`src/rtl/cfg_seq_pkg.sv`:
```
package cfg_seq_pkg;

  typedef enum logic [2:0] {
    ST_IDLE,
    ST_CLEAR,
    ST_LOAD,
    ST_GSR,
    ST_START,
    ST_RUN
  } seq_state_e;

  // startup events, one flag each
  localparam int EV_DONE = 0;
  localparam int EV_OUT  = 1;
  localparam int EV_WR   = 2;
  localparam int NUM_EV  = 3;

  // option byte bit positions
  localparam int OPT_SWAP_BIT      = 0;
  localparam int OPT_DONE_LAST_BIT = 1;
  localparam int OPT_W             = 2;

  // step (0..2) after the set/reset pulse at which an event fires
  function automatic logic [1:0] ev_slot(input logic [OPT_W-1:0] ord, input int ev);
    logic [1:0] base;
    base = ord[OPT_DONE_LAST_BIT] ? 2'd0 : 2'd1;
    case (ev)
      EV_DONE: return ord[OPT_DONE_LAST_BIT] ? 2'd2 : 2'd0;
      EV_OUT:  return base + {1'b0, ord[OPT_SWAP_BIT]};
      default: return base + {1'b0, ~ord[OPT_SWAP_BIT]};
    endcase
  endfunction

endpackage

```
`src/rtl/cfg_clear_timer.sv`:
```
module cfg_clear_timer #(
  parameter int CLEAR_CYCLES = 16
) (
  input  logic clk,
  input  logic rst_n,
  input  logic restart,
  input  logic run,
  output logic expired
);
  localparam int CNT_W = $clog2(CLEAR_CYCLES + 1);
  localparam logic [CNT_W-1:0] LAST = CNT_W'(CLEAR_CYCLES - 1);

  logic [CNT_W-1:0] cnt_q;

  assign expired = run && !restart && (cnt_q == LAST);

  always_ff @(posedge clk or negedge rst_n) begin
    if (!rst_n) begin
      cnt_q <= '0;
    end else if (restart) begin
      cnt_q <= '0;
    end else if (run) begin
      cnt_q <= expired ? '0 : cnt_q + 1'b1;
    end
  end
endmodule

```
`src/rtl/cfg_stream_loader.sv`:
```
module cfg_stream_loader
  import cfg_seq_pkg::*;
#(
  parameter int DATA_W        = 8,
  parameter int PAYLOAD_BYTES = 8
) (
  input  logic              clk,
  input  logic              rst_n,
  input  logic              restart,
  input  logic              active,
  input  logic              s_valid,
  input  logic [DATA_W-1:0] s_data,
  output logic              s_ready,
  output logic [OPT_W-1:0]  ord,
  output logic              last_beat
);
  localparam int TOTAL = PAYLOAD_BYTES + 1;
  localparam int CNT_W = $clog2(TOTAL + 1);
  localparam logic [CNT_W-1:0] LAST = CNT_W'(TOTAL - 1);

  logic [CNT_W-1:0] cnt_q;
  logic [OPT_W-1:0] ord_q;
  logic             take;

  assign s_ready   = active;
  assign take      = s_valid && active && !restart;
  assign last_beat = take && (cnt_q == LAST);
  assign ord       = ord_q;

  always_ff @(posedge clk or negedge rst_n) begin
    if (!rst_n) begin
      cnt_q <= '0;
      ord_q <= '0;
    end else if (restart) begin
      cnt_q <= '0;
      ord_q <= '0;
    end else if (take) begin
      cnt_q <= last_beat ? '0 : cnt_q + 1'b1;
      if (cnt_q == '0) ord_q <= s_data[OPT_W-1:0];
    end
  end
endmodule

```
`src/rtl/cfg_release_seq.sv`:
```
module cfg_release_seq
  import cfg_seq_pkg::*;
(
  input  logic              clk,
  input  logic              rst_n,
  input  logic              restart,
  input  logic              kick,
  input  logic [OPT_W-1:0]  ord,
  output logic [NUM_EV-1:0] released,
  output logic              last_step
);
  logic [1:0] step_q;
  logic       busy_q;
  logic [1:0] cur_step;
  logic       fire;

  assign cur_step  = kick ? 2'd0 : step_q;
  assign fire      = (kick || busy_q) && !restart;
  assign last_step = busy_q && (step_q == 2'd2) && !restart;

  always_ff @(posedge clk or negedge rst_n) begin
    if (!rst_n) begin
      step_q <= '0;
      busy_q <= 1'b0;
    end else if (restart) begin
      step_q <= '0;
      busy_q <= 1'b0;
    end else if (kick) begin
      step_q <= 2'd1;
      busy_q <= 1'b1;
    end else if (busy_q) begin
      if (step_q == 2'd2) begin
        step_q <= '0;
        busy_q <= 1'b0;
      end else begin
        step_q <= step_q + 1'b1;
      end
    end
  end

  for (genvar g = 0; g < NUM_EV; g++) begin : g_ev
    logic ev_q;
    always_ff @(posedge clk or negedge rst_n) begin
      if (!rst_n) begin
        ev_q <= 1'b0;
      end else if (restart) begin
        ev_q <= 1'b0;
      end else if (fire && (ev_slot(ord, g) == cur_step)) begin
        ev_q <= 1'b1;
      end
    end
    assign released[g] = ev_q;
  end
endmodule

```
`src/rtl/cfg_startup_seq.sv`:
```
module cfg_startup_seq
  import cfg_seq_pkg::*;
#(
  parameter int CLEAR_CYCLES  = 16,
  parameter int PAYLOAD_BYTES = 8,
  parameter int DATA_W        = 8
) (
  input  logic              clk,
  input  logic              rst_n,
  input  logic              prog_req_n,
  input  logic              s_valid,
  input  logic [DATA_W-1:0] s_data,
  output logic              s_ready,
  output logic              init_done,
  output logic              gsr,
  output logic              done,
  output logic              out_hiz,
  output logic              write_freeze
);
  seq_state_e        state_q, state_d;
  logic              restart;
  logic              clr_expired;
  logic              last_beat;
  logic              last_step;
  logic [OPT_W-1:0]  ord;
  logic [NUM_EV-1:0] released;

  assign restart = !prog_req_n;

  cfg_clear_timer #(.CLEAR_CYCLES(CLEAR_CYCLES)) u_clear (
    .clk     (clk),
    .rst_n   (rst_n),
    .restart (restart),
    .run     (state_q == ST_CLEAR),
    .expired (clr_expired)
  );

  cfg_stream_loader #(.DATA_W(DATA_W), .PAYLOAD_BYTES(PAYLOAD_BYTES)) u_load (
    .clk       (clk),
    .rst_n     (rst_n),
    .restart   (restart),
    .active    (state_q == ST_LOAD),
    .s_valid   (s_valid),
    .s_data    (s_data),
    .s_ready   (s_ready),
    .ord       (ord),
    .last_beat (last_beat)
  );

  cfg_release_seq u_rel (
    .clk       (clk),
    .rst_n     (rst_n),
    .restart   (restart),
    .kick      (state_q == ST_GSR),
    .ord       (ord),
    .released  (released),
    .last_step (last_step)
  );

  always_comb begin
    state_d = state_q;
    if (restart) begin
      state_d = ST_CLEAR;
    end else begin
      case (state_q)
        ST_CLEAR: if (clr_expired) state_d = ST_LOAD;
        ST_LOAD:  if (last_beat)   state_d = ST_GSR;
        ST_GSR:                    state_d = ST_START;
        ST_START: if (last_step)   state_d = ST_RUN;
        default:                   state_d = state_q;
      endcase
    end
  end

  always_ff @(posedge clk or negedge rst_n) begin
    if (!rst_n) state_q <= ST_IDLE;
    else        state_q <= state_d;
  end

  assign init_done    = (state_q != ST_IDLE) && (state_q != ST_CLEAR);
  assign gsr          = (state_q == ST_GSR);
  assign done         = released[EV_DONE];
  assign out_hiz      = !released[EV_OUT];
  assign write_freeze = !released[EV_WR];
endmodule

```
`config.mk`:
```
export PLATFORM = sky130hd
export DESIGN_NAME = cfg_startup_seq
export DESIGN_NICKNAME = d
export VERILOG_FILES = /design/src/rtl/cfg_seq_pkg.sv /design/src/rtl/cfg_clear_timer.sv /design/src/rtl/cfg_stream_loader.sv /design/src/rtl/cfg_release_seq.sv /design/src/rtl/cfg_startup_seq.sv
export SDC_FILE = /design/constraint.sdc
export NUM_CORES = 1
export LEC_CHECK = 0
export ABC_AREA = 1
export BUFFER_PORTS_ARGS = -buffer_cell sky130_fd_sc_hd__buf_2
export CAP_MARGIN = 40
export CORE_ASPECT_RATIO = 1.1
export CORE_MARGIN = 2
export CORE_UTILIZATION = 55
export DETAILED_ROUTE_END_ITERATION = 6
export GPL_ROUTABILITY_DRIVEN = 0
export GPL_TIMING_DRIVEN = 0
export PLACE_DENSITY = 0.81
export SETUP_SLACK_MARGIN = 0.1
export SLEW_MARGIN = 20
export SYNTH_ARGS = -nofsm -noshare
export SYNTH_HDL_FRONTEND = slang
export SYNTH_SLANG_ARGS = --single-unit
```
`constraint.sdc`:
```
create_clock -name clk -period 1.48 [get_ports clk]
set_input_delay 0.444 -clock clk [delete_from_list [all_inputs] [get_ports clk]]
set_output_delay 0.444 -clock clk [all_outputs]
set_load 0.01 [all_outputs]
```
==> results by stage <==
STA:
- The number of slew-limit violations in the final report came to 0.
- The maximum operating frequency is 0.592 GHz.
- The final worst clock skew is roughly 0.0057 ns.
- For the pin with the worst max-slew slack, the measured transition is 0.463 ns.
- Across all hold checks on the routed design, the worst slack comes to approximately 0.044 ns.
- The count of final setup violators is 5.
- In the finished design, the share of the clock period the worst path needs comes to 1.14.
- Setup repair after global routing could not meet its margin everywhere.
- Headroom to the max-slew limit came out at 0.691.
- In the post-route analysis, the smallest setup slack over all paths is -0.209 ns.
- The final critical-path required period is 1.69 ns.
- The final hold violation count came to 0.

Synthesis:
- Averaged over all synthesized cells, the footprint is approximately 8.6 sq um.
- After synthesis, the share of flip-flops with an asynchronous set or reset is 1.00.
- The number of instances in the synthesized netlist is 142.
- nand2_1 is the most common cell in the netlist.
- The post-synth net total is between 150 and 200.
- The synthesized design spends more area on one cell type than any other, namely dfrtp_1.
- The register bit count reported by yosys is 20.
- The synthesized netlist contains 29 unique library cells.
- The share of synthesized area in the top cell type comes to 0.409.
- The most used flip-flop cell after synthesis is dfrtp_1.
- After synthesis, the most frequently instantiated cells are nand2_1, dfrtp_1, nand3_1.
- Summing every instance area after synthesis gives ~0.0012 sq mm.
- By area the synthesized netlist is led by dfrtp_1, nand3_1, nand2_1, inv_1, ha_1.
- Counting flops with a built-in enable in the synthesized netlist gives 0.
- The sequential fraction of the synthesis area is 0.409.
- The total number of yosys warnings is 0.

Clock network:
- The clock tree from TritonCTS is built.
- Clock tree synthesis selected as its root buffer the cell clkbuf_4.
- The clock passes through at most 2 buffers.
- For this design, the sink count on the clock tree is 20.
- Clock latency on the worst-skew pair, taken at its later pin, is 0.33 ns.
- The post-CTS clock slew at the launch and capture registers of the worst setup and hold paths is roughly 0.12 ns.
- In this run the number of H-tree levels came out at 1.
- Counting the buffers created by CTS gives 3.

Worst setup path:
- The critical-path cell with the highest stage delay is dfrtp_2.
- Walking the worst path, the cells encountered are nor2_4 -> nand2_1 -> nand2_1 -> inv_1 -> buf_2.
- Along the worst path, the maximum fanout reaches 6.
- The endpoint arrival time on the critical path is ~1.2 ns.
- Counting cells, the worst reg-to-reg path comes to 7.
- The critical path class is reg -> out.
- STA classifies the critical path startpoint as a flop.
- The library cell appearing most often on the critical path is nand2_1.
- For the worst setup path, the data required time is 1.04 ns.
- The largest stage delay on the critical path is about 0.50 ns.
- The worst setup path is captured at a primary output.

Finish:
- The layout overhead on the synthesized area is 31.9%.
- Measured on the finished design, the core utilization comes to 0.782.
- With fillers left out, the area of the finished cells amounts to roughly 0.0016 sq mm.
- The net count reported at finish is roughly 190.
- The number of diodes added for antenna fixing is 0.
- In the final layout, the share of cells above drive strength 1 is 0.402.

Pwr:
- The overall power is 2.88 mW.
- Summed over all cells, the static leakage comes to approximately 0.78 nW.
- IR analysis of the VDD net gives a maximum drop of between 0.001 and 0.0015 V.
- The total power density per cell area is roughly 1800 mW/mm^2.

Outcome:
- The flow ran to the end, but the final reports show violations.
- The final reports fail on setup timing.

Floorplanning:
- The floorplan step defined a die boundary enclosing between 0.002 and 0.003 sq mm.
- The initial utilization of the core area, before any placement, comes to 0.593.
- The initialized floorplan defines 17 standard-cell rows.
- The floorplan core area is roughly 0.0021 sq mm.
- For this design the top-level I/O count stands at 18.
- The floorplan step set the die width to approximately 49 um.
- The vertical die dimension is about 53 um.

Place:
- The wire-length estimate of the detail-placed layout is approximately 1700 um.
- At the placement stage, the worst setup path has a slack of ~0.056 ns.
- The count of input and output buffers is 10.
- The placed cell area is 0.00131 sq mm.

Detailed routing:
- The routed wire length is approximately 3000 um.
- The residual DRC count is 0.
- After detailed routing, the average wire length per cell comes to about 15 um.
- In this run, the number of DRC markers left after iteration 0 of detailed routing was 46.
- The number of routed nets with antenna violations is 0.
- The via density per instance is approximately 5.5.
- The number of detailed-route iterations in the first pass is 4.
- The routed layout has 1,079 vias.

GRT:
- The number of antenna violations at the first check in global routing is 0.
- The first global-routing pass estimated 4270 um of wire.
- The via count of the first global-routing pass is ~1,000.
- The total grt overflow is 0.
- Entering global routing, the biggest net connects 21 pins.
- Across every metal layer, demand over resource in global routing totals 0.219.

Min path:
- The class of the worst hold path is in -> async.

Job:
- The tool flagged a number of max-cap violations equal to 0.
-- timing repair --
action	in CTS	in global routing
buffers inserted	7	6
setup endpoints to repair	6	17
pin swaps	4	9
resized for setup	13	27
hold buffers	0	0
-- cells in the final DEF (no fill, tap or decap) --
cell type   n
a21oi_1     1
a21oi_4     1
a22o_1      1
a31oi_1     1
buf_12      2
buf_2       9
buf_4       9
buf_6       6
clkbuf_4    3
clkbuf_8    1
clkinv_4    1
dfrtp_1    19
dfrtp_2     1
ha_1        4
ha_2        1
inv_1      16
inv_2       4
inv_4       2
nand2_1    20
nand2_2     5
nand2_4     2
nand2_8     2
nand3_1    15
nand3_2     6
nand3_4     2
nand4_1     2
nor2_1      3
nor2_2      1
nor2_4      5
o211a_1     1
o211ai_4    1
o21ai_0     2
o21ai_1     8
o21ai_2     2
o22ai_2     1
xnor2_1     1
xnor2_2     1
xor2_1      7
-- kinds of logic after synthesis --
| kind of cell | synth area share |
|---|---|
| compound gates | 0.109 |
| xor+xnor | 0.0644 |
| fa+ha+maj | 0.0511 |
| buf+inv | 0.0900 |
| flops | 0.409 |
| simple gates | 0.276 |
-- stage by stage --
| stage | cells | setup TNS [ns] |
|---|---|---|
| global placement | 180 | 0 |
| floorplan | 142 | 0 |
| finish | 197 | -0.585 |
| global route | 197 | -0.947 |
| CTS | 191 | -0.443 |
| detailed placement | 180 | 0 |
-- path summary, 6_finish.rpt --
path	start	endpoint	slack, ns
min in group clk	s_data[1]	u_load.ord[1]	0.36
worst max-delay path	state_q[1]	init_done	-0.21
max in group asynchronous	rst_n	state_q[1]	1.10
worst min register to register	u_rel.g_ev[2].ev_q	u_rel.g_ev[2].ev_q	0.49
worst max register to register	state_q[1]	u_rel.busy_q	-0.04
worst min-delay path	rst_n	state_q[0]	0.04
-- worst max-delay path, delay by kind of cell, from the launching register on --
kind	cells	cell delay (ns)
DFF	1	0.50
buffers and inverters	2	0.15
and+or+nand+nor	3	0.25
-- registers in the layout, indices dropped and copies added, names as in the netlist --
signal and cells:
u_clear.cnt_q 5, u_load.cnt_q 4, state_q 3, u_rel.g_ev.ev_q 3, u_load.ord 2, u_rel.step_q 2, u_rel.busy_q 1
-- report_power, final --
part | leakage, nW | switching [mW] | internal [mW]
logic | 0.489 | 0.925 | 0.791
registers | 0.268 | 0.142 | 0.679
clock network | 0.0210 | 0.192 | 0.151
-- area by class of cell --
cell class              count  area [sq um]
fillers                   149           449
plain buffers               3          23.8
multi-input cells          96           724
flip-flops and latches     20           502
inverters                  23          96.3
clock buffers               4          36.3
well taps                  28          35.0
repair buffers             23           196
-- metal layers --
layer | GRT usage | vias up | share of wire
met5 | 0 | - | 0
met1 | 0.242 | 533 | 0.41
met3 | 0.0339 | 4 | 0.032
met2 | 0.416 | 24 | 0.55
met4 | 0.100 | 0 | 0.017
li1 | - | 518 | -
(Power assumes the default switching activity.)
